## config.mk

```make
export PLATFORM = sky130hd
export DESIGN_NAME = mode_ptr_pair
export DESIGN_NICKNAME = d
export VERILOG_FILES = /design/src/rtl/mrp_pkg.sv /design/src/rtl/mrp_ptr.sv /design/src/rtl/mrp_bank.sv /design/src/rtl/mrp_chan.sv /design/src/rtl/mode_ptr_pair.sv
export SDC_FILE = /design/constraint.sdc
export NUM_CORES = 1
export LEC_CHECK = 0
export ABC_AREA = 0
export BUFFER_PORTS_ARGS = -buffer_cell sky130_fd_sc_hd__buf_2
export CAP_MARGIN = 20
export CORE_MARGIN = 2
export CORE_UTILIZATION = 55
export CTS_BUF_LIST = sky130_fd_sc_hd__clkbuf_8
export CTS_CLUSTER_DIAMETER = 150
export DETAILED_ROUTE_END_ITERATION = 10
export HOLD_SLACK_MARGIN = 0.06
export PLACE_DENSITY = 0.83
export SYNTH_ARGS = -nofsm -noshare
export SYNTH_HDL_FRONTEND = slang
export SYNTH_HIERARCHICAL = 1
export SYNTH_SLANG_ARGS = --single-unit
```

## constraint.sdc

```tcl
create_clock -name clk_i -period 2.7 [get_ports clk_i]
set_input_delay 0.54 -clock clk_i [delete_from_list [all_inputs] [get_ports clk_i]]
set_output_delay 0.54 -clock clk_i [all_outputs]
set_load 0.01 [all_outputs]
```

## src/rtl/mrp_pkg.sv

```systemverilog
package mrp_pkg;
  localparam int unsigned DW  = 8;
  localparam int unsigned AW  = 4;
  localparam int unsigned NCH = 2;
  localparam int unsigned NMR = 3;

  typedef enum logic [1:0] {
    SEL_MR0 = 2'd0,
    SEL_MR1 = 2'd1,
    SEL_MR2 = 2'd2
  } mr_sel_e;
endpackage

```

## src/rtl/mrp_ptr.sv

```systemverilog
module mrp_ptr
  import mrp_pkg::*;
#(
  parameter logic [DW-1:0] CMD_MR0 = 8'hB0,
  parameter logic [DW-1:0] CMD_MR1 = 8'h10
) (
  input  logic          clk_i,
  input  logic          rst_ni,
  input  logic          cmd_we_i,
  input  logic [DW-1:0] cmd_i,
  input  logic          acc_i,
  output mr_sel_e       sel_o
);
  mr_sel_e sel_q, sel_d;

  always_comb begin
    sel_d = sel_q;
    if (cmd_we_i) begin
      if (cmd_i == CMD_MR0)      sel_d = SEL_MR0;
      else if (cmd_i == CMD_MR1) sel_d = SEL_MR1;
    end else if (acc_i) begin
      unique case (sel_q)
        SEL_MR0: sel_d = SEL_MR1;
        default: sel_d = SEL_MR2; // MR1 steps up, MR2 sticks
      endcase
    end
  end

  always_ff @(posedge clk_i or negedge rst_ni) begin
    if (!rst_ni) sel_q <= SEL_MR1;
    else         sel_q <= sel_d;
  end

  assign sel_o = sel_q;
endmodule

```

## src/rtl/mrp_bank.sv

```systemverilog
module mrp_bank
  import mrp_pkg::*;
(
  input  logic            clk_i,
  input  logic            rst_ni,
  input  logic            we_i,
  input  mr_sel_e         sel_i,
  input  logic [DW-1:0]   wdata_i,
  output logic [DW-1:0]   rdata_o,
  output logic [NMR*DW-1:0] regs_o
);
  logic [DW-1:0] mr_q [NMR];

  for (genvar i = 0; i < NMR; i++) begin : g_mr
    always_ff @(posedge clk_i or negedge rst_ni) begin
      if (!rst_ni)                              mr_q[i] <= '0;
      else if (we_i && sel_i == mr_sel_e'(i))   mr_q[i] <= wdata_i;
    end
    assign regs_o[i*DW +: DW] = mr_q[i];
  end

  always_comb begin
    rdata_o = '0;
    for (int i = 0; i < NMR; i++)
      if (sel_i == mr_sel_e'(i)) rdata_o = mr_q[i];
  end
endmodule

```

## src/rtl/mrp_chan.sv

```systemverilog
module mrp_chan
  import mrp_pkg::*;
#(
  parameter logic [AW-1:0] MODE_ADDR = 4'h0,
  parameter logic [AW-1:0] CMD_ADDR  = 4'h2,
  parameter logic [DW-1:0] CMD_MR0   = 8'hB0,
  parameter logic [DW-1:0] CMD_MR1   = 8'h10
) (
  input  logic              clk_i,
  input  logic              rst_ni,
  input  logic [AW-1:0]     addr_i,
  input  logic              wr_i,
  input  logic              rd_i,
  input  logic [DW-1:0]     wdata_i,
  output logic [DW-1:0]     rdata_o,
  output logic [NMR*DW-1:0] regs_o,
  output mr_sel_e           sel_o
);
  logic mode_hit, acc, mode_we, cmd_we;
  logic [DW-1:0] bank_rdata;

  assign mode_hit = (addr_i == MODE_ADDR);
  assign acc      = mode_hit && (wr_i || rd_i);
  assign mode_we  = mode_hit && wr_i;
  assign cmd_we   = (addr_i == CMD_ADDR) && wr_i;

  mrp_ptr #(.CMD_MR0(CMD_MR0), .CMD_MR1(CMD_MR1)) i_ptr (
    .clk_i   (clk_i),
    .rst_ni  (rst_ni),
    .cmd_we_i(cmd_we),
    .cmd_i   (wdata_i),
    .acc_i   (acc),
    .sel_o   (sel_o)
  );

  mrp_bank i_bank (
    .clk_i  (clk_i),
    .rst_ni (rst_ni),
    .we_i   (mode_we),
    .sel_i  (sel_o),
    .wdata_i(wdata_i),
    .rdata_o(bank_rdata),
    .regs_o (regs_o)
  );

  assign rdata_o = (mode_hit && rd_i) ? bank_rdata : '0;
endmodule

```

## src/rtl/mode_ptr_pair.sv

```systemverilog
module mode_ptr_pair
  import mrp_pkg::*;
#(
  parameter int unsigned   CH_STRIDE = 8,
  parameter int unsigned   MODE_OFS  = 0,
  parameter int unsigned   CMD_OFS   = 2,
  parameter logic [DW-1:0] CMD_MR0   = 8'hB0,
  parameter logic [DW-1:0] CMD_MR1   = 8'h10
) (
  input  logic              clk_i,
  input  logic              rst_ni,
  input  logic [AW-1:0]     addr_i,
  input  logic              wr_i,
  input  logic              rd_i,
  input  logic [DW-1:0]     wdata_i,
  output logic [DW-1:0]     rdata_o,
  output logic [NMR*DW-1:0] mode_a_o,
  output logic [NMR*DW-1:0] mode_b_o
);
  logic [DW-1:0]     ch_rdata [NCH];
  logic [NMR*DW-1:0] ch_regs  [NCH];
  mr_sel_e           ch_sel   [NCH];

  for (genvar c = 0; c < NCH; c++) begin : g_ch
    localparam logic [AW-1:0] M_ADDR = AW'(c * CH_STRIDE + MODE_OFS);
    localparam logic [AW-1:0] C_ADDR = AW'(c * CH_STRIDE + CMD_OFS);
    mrp_chan #(
      .MODE_ADDR(M_ADDR), .CMD_ADDR(C_ADDR),
      .CMD_MR0(CMD_MR0),  .CMD_MR1(CMD_MR1)
    ) i_chan (
      .clk_i  (clk_i),
      .rst_ni (rst_ni),
      .addr_i (addr_i),
      .wr_i   (wr_i),
      .rd_i   (rd_i),
      .wdata_i(wdata_i),
      .rdata_o(ch_rdata[c]),
      .regs_o (ch_regs[c]),
      .sel_o  (ch_sel[c])
    );
  end

  // channels drive zero when not addressed
  always_comb begin
    rdata_o = '0;
    for (int c = 0; c < NCH; c++) rdata_o |= ch_rdata[c];
  end

  assign mode_a_o = ch_regs[0];
  assign mode_b_o = ch_regs[1];
endmodule

```

# After elaboration in Yosys (flattened, before gate mapping)
# Index checks and enable logic that the tools add are counted.
[totals] reg_bits=52 elab_cells=58
[op_classes] eq_ne=11 bitwise_logic=1 mux=16 reduce_logical=22
[ops] cell="two-way mux 8 bit" n=8
[ops] cell="two-way mux 2 bit" n=8
[ops] cell="logical AND 1 bit" n=14
[ops] cell="== test 4 bit, second input constant" n=2
[ops] cell="== test 8 x 5 -> 1 bit, second input constant" n=1
[ops] cell="== test 8 bit, second input constant" n=1
[ops] cell="bitwise OR 8 bit" n=1
[ops] cell="!= test 3 bit, second input constant" n=2
[ops] cell="== test 2 x 1 -> 1 bit, second input constant" n=2
[ops] cell="== test 2 bit, second input constant" n=2
[ops] cell="== test 4 x 2 -> 1 bit, second input constant" n=1
[ops] cell="logical NOT 2 bit" n=2
[ops] cell="logical NOT 4 bit" n=1
[ops] cell="AND reduction 2 bit" n=2
[ops] cell="nonzero test 2 bit" n=2
[ops] cell="logical OR 1 bit" n=1

# Depth between registers and ports, before layout
# Gate-level depths: netlist (run 1).
[depth] depth_word=6 mapped_depth=6 depth_no_buf=5

# Hierarchy
# Netlist (run 1), hierarchy kept.
[by_module_without_submodules] module="mrp_bank" area_per_inst_um2=1092.3 cells_per_inst=71 instances=2
[by_module_without_submodules] module="mrp_ptr" area_per_inst_um2=148.9 cells_per_inst=16 instances=2
[by_module_without_submodules] module="mrp_chan at g_ch[1].i_chan" area_per_inst_um2=101.3 cells_per_inst=13 instances=1
[by_module_without_submodules] module="mrp_chan at g_ch[0].i_chan" area_per_inst_um2=100.1 cells_per_inst=13 instances=1
[by_module_without_submodules] module="mode_ptr_pair" area_per_inst_um2=50.0 cells_per_inst=8 instances=1

# Least setup slack after synthesis (run 1)
# No wires, ideal clock.
[synth_timing] path_type="input port to flip-flop" from="input port addr_i[3]" to="register g_ch[0].i_chan.i_bank.mr_q (netlist bit g_ch[0].i_chan/i_bank/regs_o[0])" cell_stages=4 required_time_ns=2.575 setup_ns=0.125 t_arrival_ns=2.008 n_path_buf=0 path_slack_ns=0.567 path_cell_list="or3b_1 > nor3_1 > nor3b_4 > mux2_2"
[synth_via] elab_chain_cells=3
[synth_rtl] element="start, declared" line="mode_ptr_pair.sv:12" source="input logic [AW-1:0] addr_i,"
[synth_rtl] element="logical NOT 4 bit" line="mrp_chan.sv:22" source="assign mode_hit = (addr_i == MODE_ADDR);"
[synth_rtl] element="logical AND 1 bit" line="mrp_chan.sv:24" source="assign mode_we = mode_hit && wr_i;"
[synth_rtl] element="via g_ch[0].i_chan.mode_we" line="mrp_chan.sv:19" source="logic mode_hit, acc, mode_we, cmd_we;"
[synth_rtl] element="logical AND 1 bit" line="mrp_bank.sv:17" source="else if (we_i && sel_i == mr_sel_e'(i)) mr_q[i] <= wdata_i;"
[synth_rtl] element="end signal, assigned by index" line="mrp_bank.sv:17"
[synth_rtl] element="end, declared" line="mrp_bank.sv:12" source="logic [DW-1:0] mr_q [NMR];"
# The timed path passes the listed nets, and every way through them passes these cells.
# A chain may end at the register's enable or synchronous reset.

==> out/qor.yml, run 1 <==
cts:
  cts_sinks: 52
  cts_root_buf: "clkbuf_8"
  worstSkewPairLatency_ps: 290
  cts_setup_buffers: 0
  hold_buffers: 0
  cts_buffers: 5
  cts_tree: "built"
  clockBufferDepth: 2
  ctsResizeCount: 0
  htreeDepth: 2
  cts.clk_slew.worst_paths_ps: 90
setup_path:
  path_buf_inv: 1
  end_kind: "output port"
  crit_type: "reg2out"
  reg2reg_from: "g_ch[0].i_chan/i_ptr/sel_o[0]"
  max_stage_delay_ps: 820
  timing.rr.end: "g_ch[0].i_chan/i_bank/regs_o[19]"
  reg2reg_depth: 2
  startpoint_type: "flop"
  cp_top_family: "flip-flops"
  path_cells: "nor2b_1 -> o2bb2ai_1 -> and3_1 -> or2_1 -> buf_2"
  regToRegSetupSlack_ps: 1050
  cp.required_ps: 2160
  slowest_stage: "dfstp_2"
  critPathMaxFanout: 16
  cp.arrival_ps: 2060
grt:
  grt.overflow.total: 0
  grt_pass1_wl_um: 9400
  grt_pass1_vias: 1985
  grt_max_degree: 53
  antenna_found_initial: 0
  grt_usage: 0.224
power:
  ir_drop_mv: 0.346
  total_power_w: 0.00186
  pwr_density_cell_nw_per_um2: 571
  leakagePower_nw: 1.83
  p_seq_frac: 0.519
  internal-power_w: 0.00131
  clkPwrFrac: 0.235
  power_frac_comb: 0.246
  switching_share: 0.299
  p_switching_w: 0.000558
detailed_routing:
  drt_iter0_drc: 85
  routed_wirelength_um: 5980
  vias: 2007
  viasPerCell: 5.69
  final_antenna_net_count: 0
  remaining_drc_errors: 0
  wire_per_inst_um: 16.9
  first_pass_iters: 4
timing:
  hold-worst-slack_ps: 221
  setup_tns_ps: 0
  min_period_ps: 2600
  setup_viol: 0
  worst_pin_slew_ps: 570
  max_slew_margin: 0.619
  fin_crit_sh: 0.965
  hold_violations: 0
  finalMaxSlewViolations: 0
  skew_ps: 5.64
  fmax_mhz: 384
  fin_ws_ps: 95.5
  rsz0062_at_grt: "false"
finish:
  drive_gt1_frac: 0.503
  final_area_um2: 3270
  antenna_cells: 0
  fin_nets: 301
  syn_to_final_growth_pct: 19.5
  fillers: 375
yosys:
  synthCells: 208
  ys_ff_latch: 52
  synth_nets: 224
  synth.distinct_cells: 30
  yosysSeqAreaShare: 0.477
  synth-warning-count: 6
  syn_area_um2: 2730
  syn_area_per_cell_um2: 13.1
floorplanning:
  fp.coreArea_um2: 4750
  dieArea_um2: 5550
  ioPinCount: 72
  die_w_um: 74.5
  num_rows: 25
  initial_core_util: 0.575
  fp.dieH_um: 74.5
flow_run:
  cap_viol_max_count: 0
placement:
  dp_hpwl_um: 4400
  port-buffer-count: 71
  routabilityCongestion: 0.773
  place_area_um2: 3180
  dp_slack_ps: 385
hold_path:
  hold_class: "in2async"
run_status:
  status: "completed"
## final cells by class
class                      count  area [µm²]  area share
inverter                       2        7.51     0.00230
sequential                    52        1300       0.399
clock inverter                 2        7.51     0.00230
tap                           67        83.8      0.0257
timing repair buffer          76         405       0.124
multi-input combinational    148        1380       0.421
clock buffer                   6        82.6      0.0253
## power by group through the flow
stage | Combinational [W] | Sequential, W | Clock, W
after global routing | 0.000498 | 0.000982 | 0.000469
after global placement | 0.000451 | 0.000979 | 0
after floorplan | 0.000220 | 0.00102 | 0
after detailed placement | 0.000462 | 0.000982 | 0
after CTS | 0.000462 | 0.000967 | 0.000448
final | 0.000459 | 0.000966 | 0.000438
## Yosys cell counts
cell       number  area [µm²]
nand3b_1        1        7.51
xor2_1          2        17.5
buf_4           2        15.0
a31oi_1         2        12.5
and3_1         16         100
nor3b_1         2        15.0
o21a_1          4        30.0
nand3b_2        4        45.0
or3b_1          1        8.76
buf_2           2        10.0
or4_1           2        15.0
nor4b_4         1        23.8
nor3_1          2        10.0
inv_1           2        7.51
or2_2           2        12.5
a21oi_1         4        20.0
o32ai_1         2        17.5
nor4_4          1        21.3
dfstp_2         2        52.6
or2_1           8        50.1
dfrtp_1        50        1250
o41ai_1         2        17.5
o2bb2ai_1      18         158
buf_6           2        22.5
nor2b_1         4        25.0
or4_4           2        22.5
mux2i_1        16         160
nand2_1         2        7.51
mux2_2         48         541
nor3b_4         2        37.5
## worst reg2reg max path, cell delays in order (launching register included)
cell	delay [ps]
dfstp_2	820
nand3b_2	340
mux2_2	370
## through the flow
stage                      util  instances
final                     0.687        353
after global placement    0.668        345
after global routing      0.687        353
after detailed placement  0.668        345
after CTS                 0.687        353
after floorplan               -        208
## routing by layer
layer  GRT usage  routed length (µm)  share of wire
met1       0.307                2740           0.46
met2       0.374                3010           0.50
met3      0.0271                 175          0.029
met4      0.0714                  55         0.0092
met5           0                   0              0
## worst max-delay path by stage
stage	from	to	cells past startpoint
after floorplan	addr_i[3]	g_ch[0].i_chan/i_bank/regs_o[0]	4
after global placement	addr_i[3]	g_ch[0].i_chan/i_bank/regs_o[1]	5
after detailed placement	addr_i[3]	g_ch[0].i_chan/i_bank/regs_o[7]	5
after CTS	g_ch[0].i_chan/i_ptr/sel_o[0]	rdata_o[2]	5
after global routing	g_ch[0].i_chan/i_ptr/sel_o[0]	rdata_o[5]	5
final	g_ch[0].i_chan/i_ptr/sel_o[0]	rdata_o[2]	5
## sequential cells by signal, indices dropped and copies added (netlist names)
signal,cells
g_ch.i_chan/i_bank/regs_o,48
g_ch.i_chan/i_ptr/sel_o,4
## layout by cell type (no fill, tap or decap), drive strengths merged
| master | Yosys | final |
|---|---|---|
| or3b | 1 | 1 |
| mux2i | 16 | 16 |
| dfrtp | 50 | 50 |
| mux2 | 48 | 48 |
| a31oi | 2 | 2 |
| nor4 | 1 | 1 |
| nand3b | 5 | 5 |
| nor4b | 1 | 1 |
| a21oi | 4 | 4 |
| nor3b | 4 | 4 |
| xor2 | 2 | 2 |
| nand2 | 2 | 2 |
| inv | 2 | 4 |
| or4 | 4 | 4 |
| or2 | 10 | 10 |
| clkbuf | 0 | 6 |
| dfstp | 2 | 2 |
| o2bb2ai | 18 | 18 |
| o21a | 4 | 4 |
| and3 | 16 | 16 |
| buf | 6 | 76 |
| o41ai | 2 | 2 |
| nor2b | 4 | 4 |
| nor3 | 2 | 2 |
| o32ai | 2 | 2 |
## cells by family (layout without fill, tap and decap cells)
| kind of cell | count (synthesis) | after routing | synth area share |
|---|---|---|---|
| buffers and inverters | 8 | 86 | 0.0201 |
| DFF | 52 | 52 | 0.477 |
| and+or+nand+nor | 50 | 50 | 0.147 |
| muxes | 64 | 64 | 0.256 |
| xor gates and xnor gates | 2 | 2 | 0.00641 |
| AOI/OAI and AO/OA | 32 | 32 | 0.0934 |
No activity file was read; power rests on OpenSTA's default activity.
==> run 2: changes to the inputs <==
- CTS_CLUSTER_DIAMETER: 150 -> 30
- PLACE_DENSITY: 0.83 -> 0.84
- SYNTH_HIERARCHICAL: 1 -> not set
==> run 2 against run 1 <==
  * Design area down 7.1%
  * First-iteration DRC count is 94% higher
  * Sequential share of layout area increased by 3.0 points
  * Register-to-register slack got worse by 200 ps
  * Global-route usage rose by 1.9 points
  * Non-clock buffer count unchanged
  * Sequential power increased by 11%
  * Critical endpoint is now rdata_o[7]
  * Largest cell class is now flip-flops and latches
  * Largest power group unchanged
  * Highest routed layer unchanged
==> out/qor.yml, run 2 <==
timing:
  fmax_mhz: 410
  hold_violations: 0
  finalMaxSlewViolations: 0
  min_period_ps: 2440
  rsz0062_at_grt: "false"
  max_slew_margin: 0.560
  setup_viol: 0
  skew_ps: 8.20
  fin_ws_ps: 261
  fin_crit_sh: 0.903
  worst_pin_slew_ps: 659
  setup_tns_ps: 0
flow_run:
  cap_viol_max_count: 0
yosys:
  synth-xor-area-share: 0.00348
  synthCells: 201
  ys_ff_latch: 52
  synthMuxAreaShare: 0.278
  synth_top_family_by_area: "multiplexers"
  netlist_top_cells_area: "dfrtp_1, mux2_2, mux2i_1"
  ys_async_sr_fraction: 1.00
  syn_area_um2: 2520
  yosys.area_share.simple: 0.117
  yosysSeqAreaShare: 0.518
  synth_edf_count: 0
  synth.distinct_cells: 31
  yosysMostFrequentCell: "dfrtp_1"
  synth-warning-count: 0
  ys.flop_type: "dfrtp_1"
  synthAdderAreaFrac: 0
  synth_compound_area_frac: 0.0696
  syn_area_per_cell_um2: 12.5
  yosys.area.top_type: "dfrtp_1"
  synth.top_cells.by_count: "dfrtp_1, mux2_2, nor2_1"
  yosys.area.top_type_share: 0.497
  synth_nets: 217
floorplanning:
  fp.dieH_um: 71.7
  dieArea_um2: 5130
  initial_core_util: 0.574
  ioPinCount: 72
  fp.coreArea_um2: 4380
  die_w_um: 71.7
  num_rows: 24
placement:
  port-buffer-count: 71
  dp_slack_ps: 534
  routabilityCongestion: 0.862
  dp_hpwl_um: 4160
detailed_routing:
  routed_wirelength_um: 5840
  drt_iter0_drc: 165
  remaining_drc_errors: 0
  first_pass_iters: 4
  viasPerCell: 5.90
  wire_per_inst_um: 17.7
  final_antenna_net_count: 0
  vias: 1948
finish:
  fin_nets: 293
  final_common_cell: "buf_2"
  largest_reg_flops: 48
  drive_gt1_frac: 0.514
  syn_to_final_growth_pct: 20.5
  mostFrequentLayoutCells: "buf_2, dfrtp_1, mux2_2"
  antenna_cells: 0
setup_path:
  cp.arrival_ps: 1900
  critPathCapture: "rdata_o[7]"
  path_cells: "nor2b_1 -> buf_4 -> a21oi_1 -> o22ai_1 -> buf_2"
  cp-startpoint: "g_ch[1].i_chan.i_ptr.sel_o[0]"
  reg2reg_from: "g_ch[1].i_chan.i_ptr.sel_o[0]"
  reg2reg_depth: 4
  timing.rr.end: "g_ch[1].i_chan.i_bank.regs_o[19]"
  critPathMaxFanout: 14
  startpoint_type: "flop"
  slowest_stage: "dfstp_2"
  cp.required_ps: 2160
  regToRegSetupSlack_ps: 850
  max_stage_delay_ps: 770
  end_kind: "output port"
  crit_type: "reg2out"
grt:
  grt.overflow.total: 0
  grt_max_degree: 53
  grt_usage: 0.243
  antenna_found_initial: 0
  grt_pass1_vias: 1873
  grt_pass1_wl_um: 9540
cts:
  cts_tree: "built"
  cts_buffers: 5
  clockBufferDepth: 2
  cts_root_buf: "clkbuf_8"
  ctsResizeCount: 0
  hold_buffers: 0
  cts_sinks: 52
  worstSkewPairLatency_ps: 300
  htreeDepth: 2
  cts.clk_slew.worst_paths_ps: 90
  cts_setup_buffers: 0
power:
  leakagePower_nw: 1.53
  ir_drop_mv: 0.448
  pwr_density_cell_nw_per_um2: 709
hold_path:
  hold_class: "in2async"
run_status:
  status: "completed"
[run 2: kinds of logic after synthesis]
logic type      Yosys count
mux                      64
buf+inv                   8
compound gates           30
simple gates             46
flops                    52
xor+xnor                  1
[run 2: how the worst min path moves through the flow]
stage                                    start                          endpoint  slack (ps)  cells past startpoint
4_1_cts                                 rst_ni  g_ch[1].i_chan.i_bank.regs_o[20]         370                      2
3_5_place_dp   g_ch[0].i_chan.i_bank.regs_o[3]   g_ch[0].i_chan.i_bank.regs_o[3]         520                      1
2_1_floorplan                           rst_ni   g_ch[0].i_chan.i_bank.regs_o[0]         240                      0
3_3_place_gp   g_ch[0].i_chan.i_bank.regs_o[7]   g_ch[0].i_chan.i_bank.regs_o[7]         510                      1
5_1_grt                                 rst_ni  g_ch[1].i_chan.i_bank.regs_o[22]         410                      2
6_report                                rst_ni  g_ch[0].i_chan.i_bank.regs_o[15]         330                      2
[run 2: layer usage]
layer / global-route usage / vias to the layer above / wire length (µm)
li1: - / 900 / -
met1: 0.343 / 981 / 2570
met2: 0.384 / 62 / 2870
met3: 0.0591 / 5 / 357
met4: 0.0566 / 0 / 47
met5: 0 / - / 0
[run 2: power breakdown]
| group | total [W] | switching [W] | leakage (nW) | internal, W |
|---|---|---|---|---|
| combinational | 0.000629 | 0.000318 | 0.803 | 0.000311 |
| sequential | 0.00107 | 0.000143 | 0.678 | 0.000931 |
| clock | 0.000447 | 0.000244 | 0.0538 | 0.000202 |
[run 2: critical path: cells and delay by family (launching register included)]
family	cells	cell delay, ps
simple gates	1	200
buf+inv	2	340
compound gates	2	280
flops	1	770
[run 2: stage by stage]
stage / instances / area [µm²] / total power [W] / hold WS, ps / util
floorplan: 201 / 2520 / 0.00144 / 244 / -
global placement: 322 / 2940 / 0.00170 / 510 / 0.672
detailed placement: 322 / 2940 / 0.00172 / 516 / 0.672
CTS: 330 / 3030 / 0.00216 / 367 / 0.692
global route: 330 / 3030 / 0.00227 / 409 / 0.692
finish: 330 / 3030 / 0.00215 / 331 / 0.692
[run 2: layout make-up]
type,instances,area (µm²)
fill,339,1350
sequential,52,1300
inverter,1,3.75
clock inverter,2,7.51
clock buffer,6,82.6
tap,52,65.1
timing repair buffer,76,393
multi-input combinational,141,1180
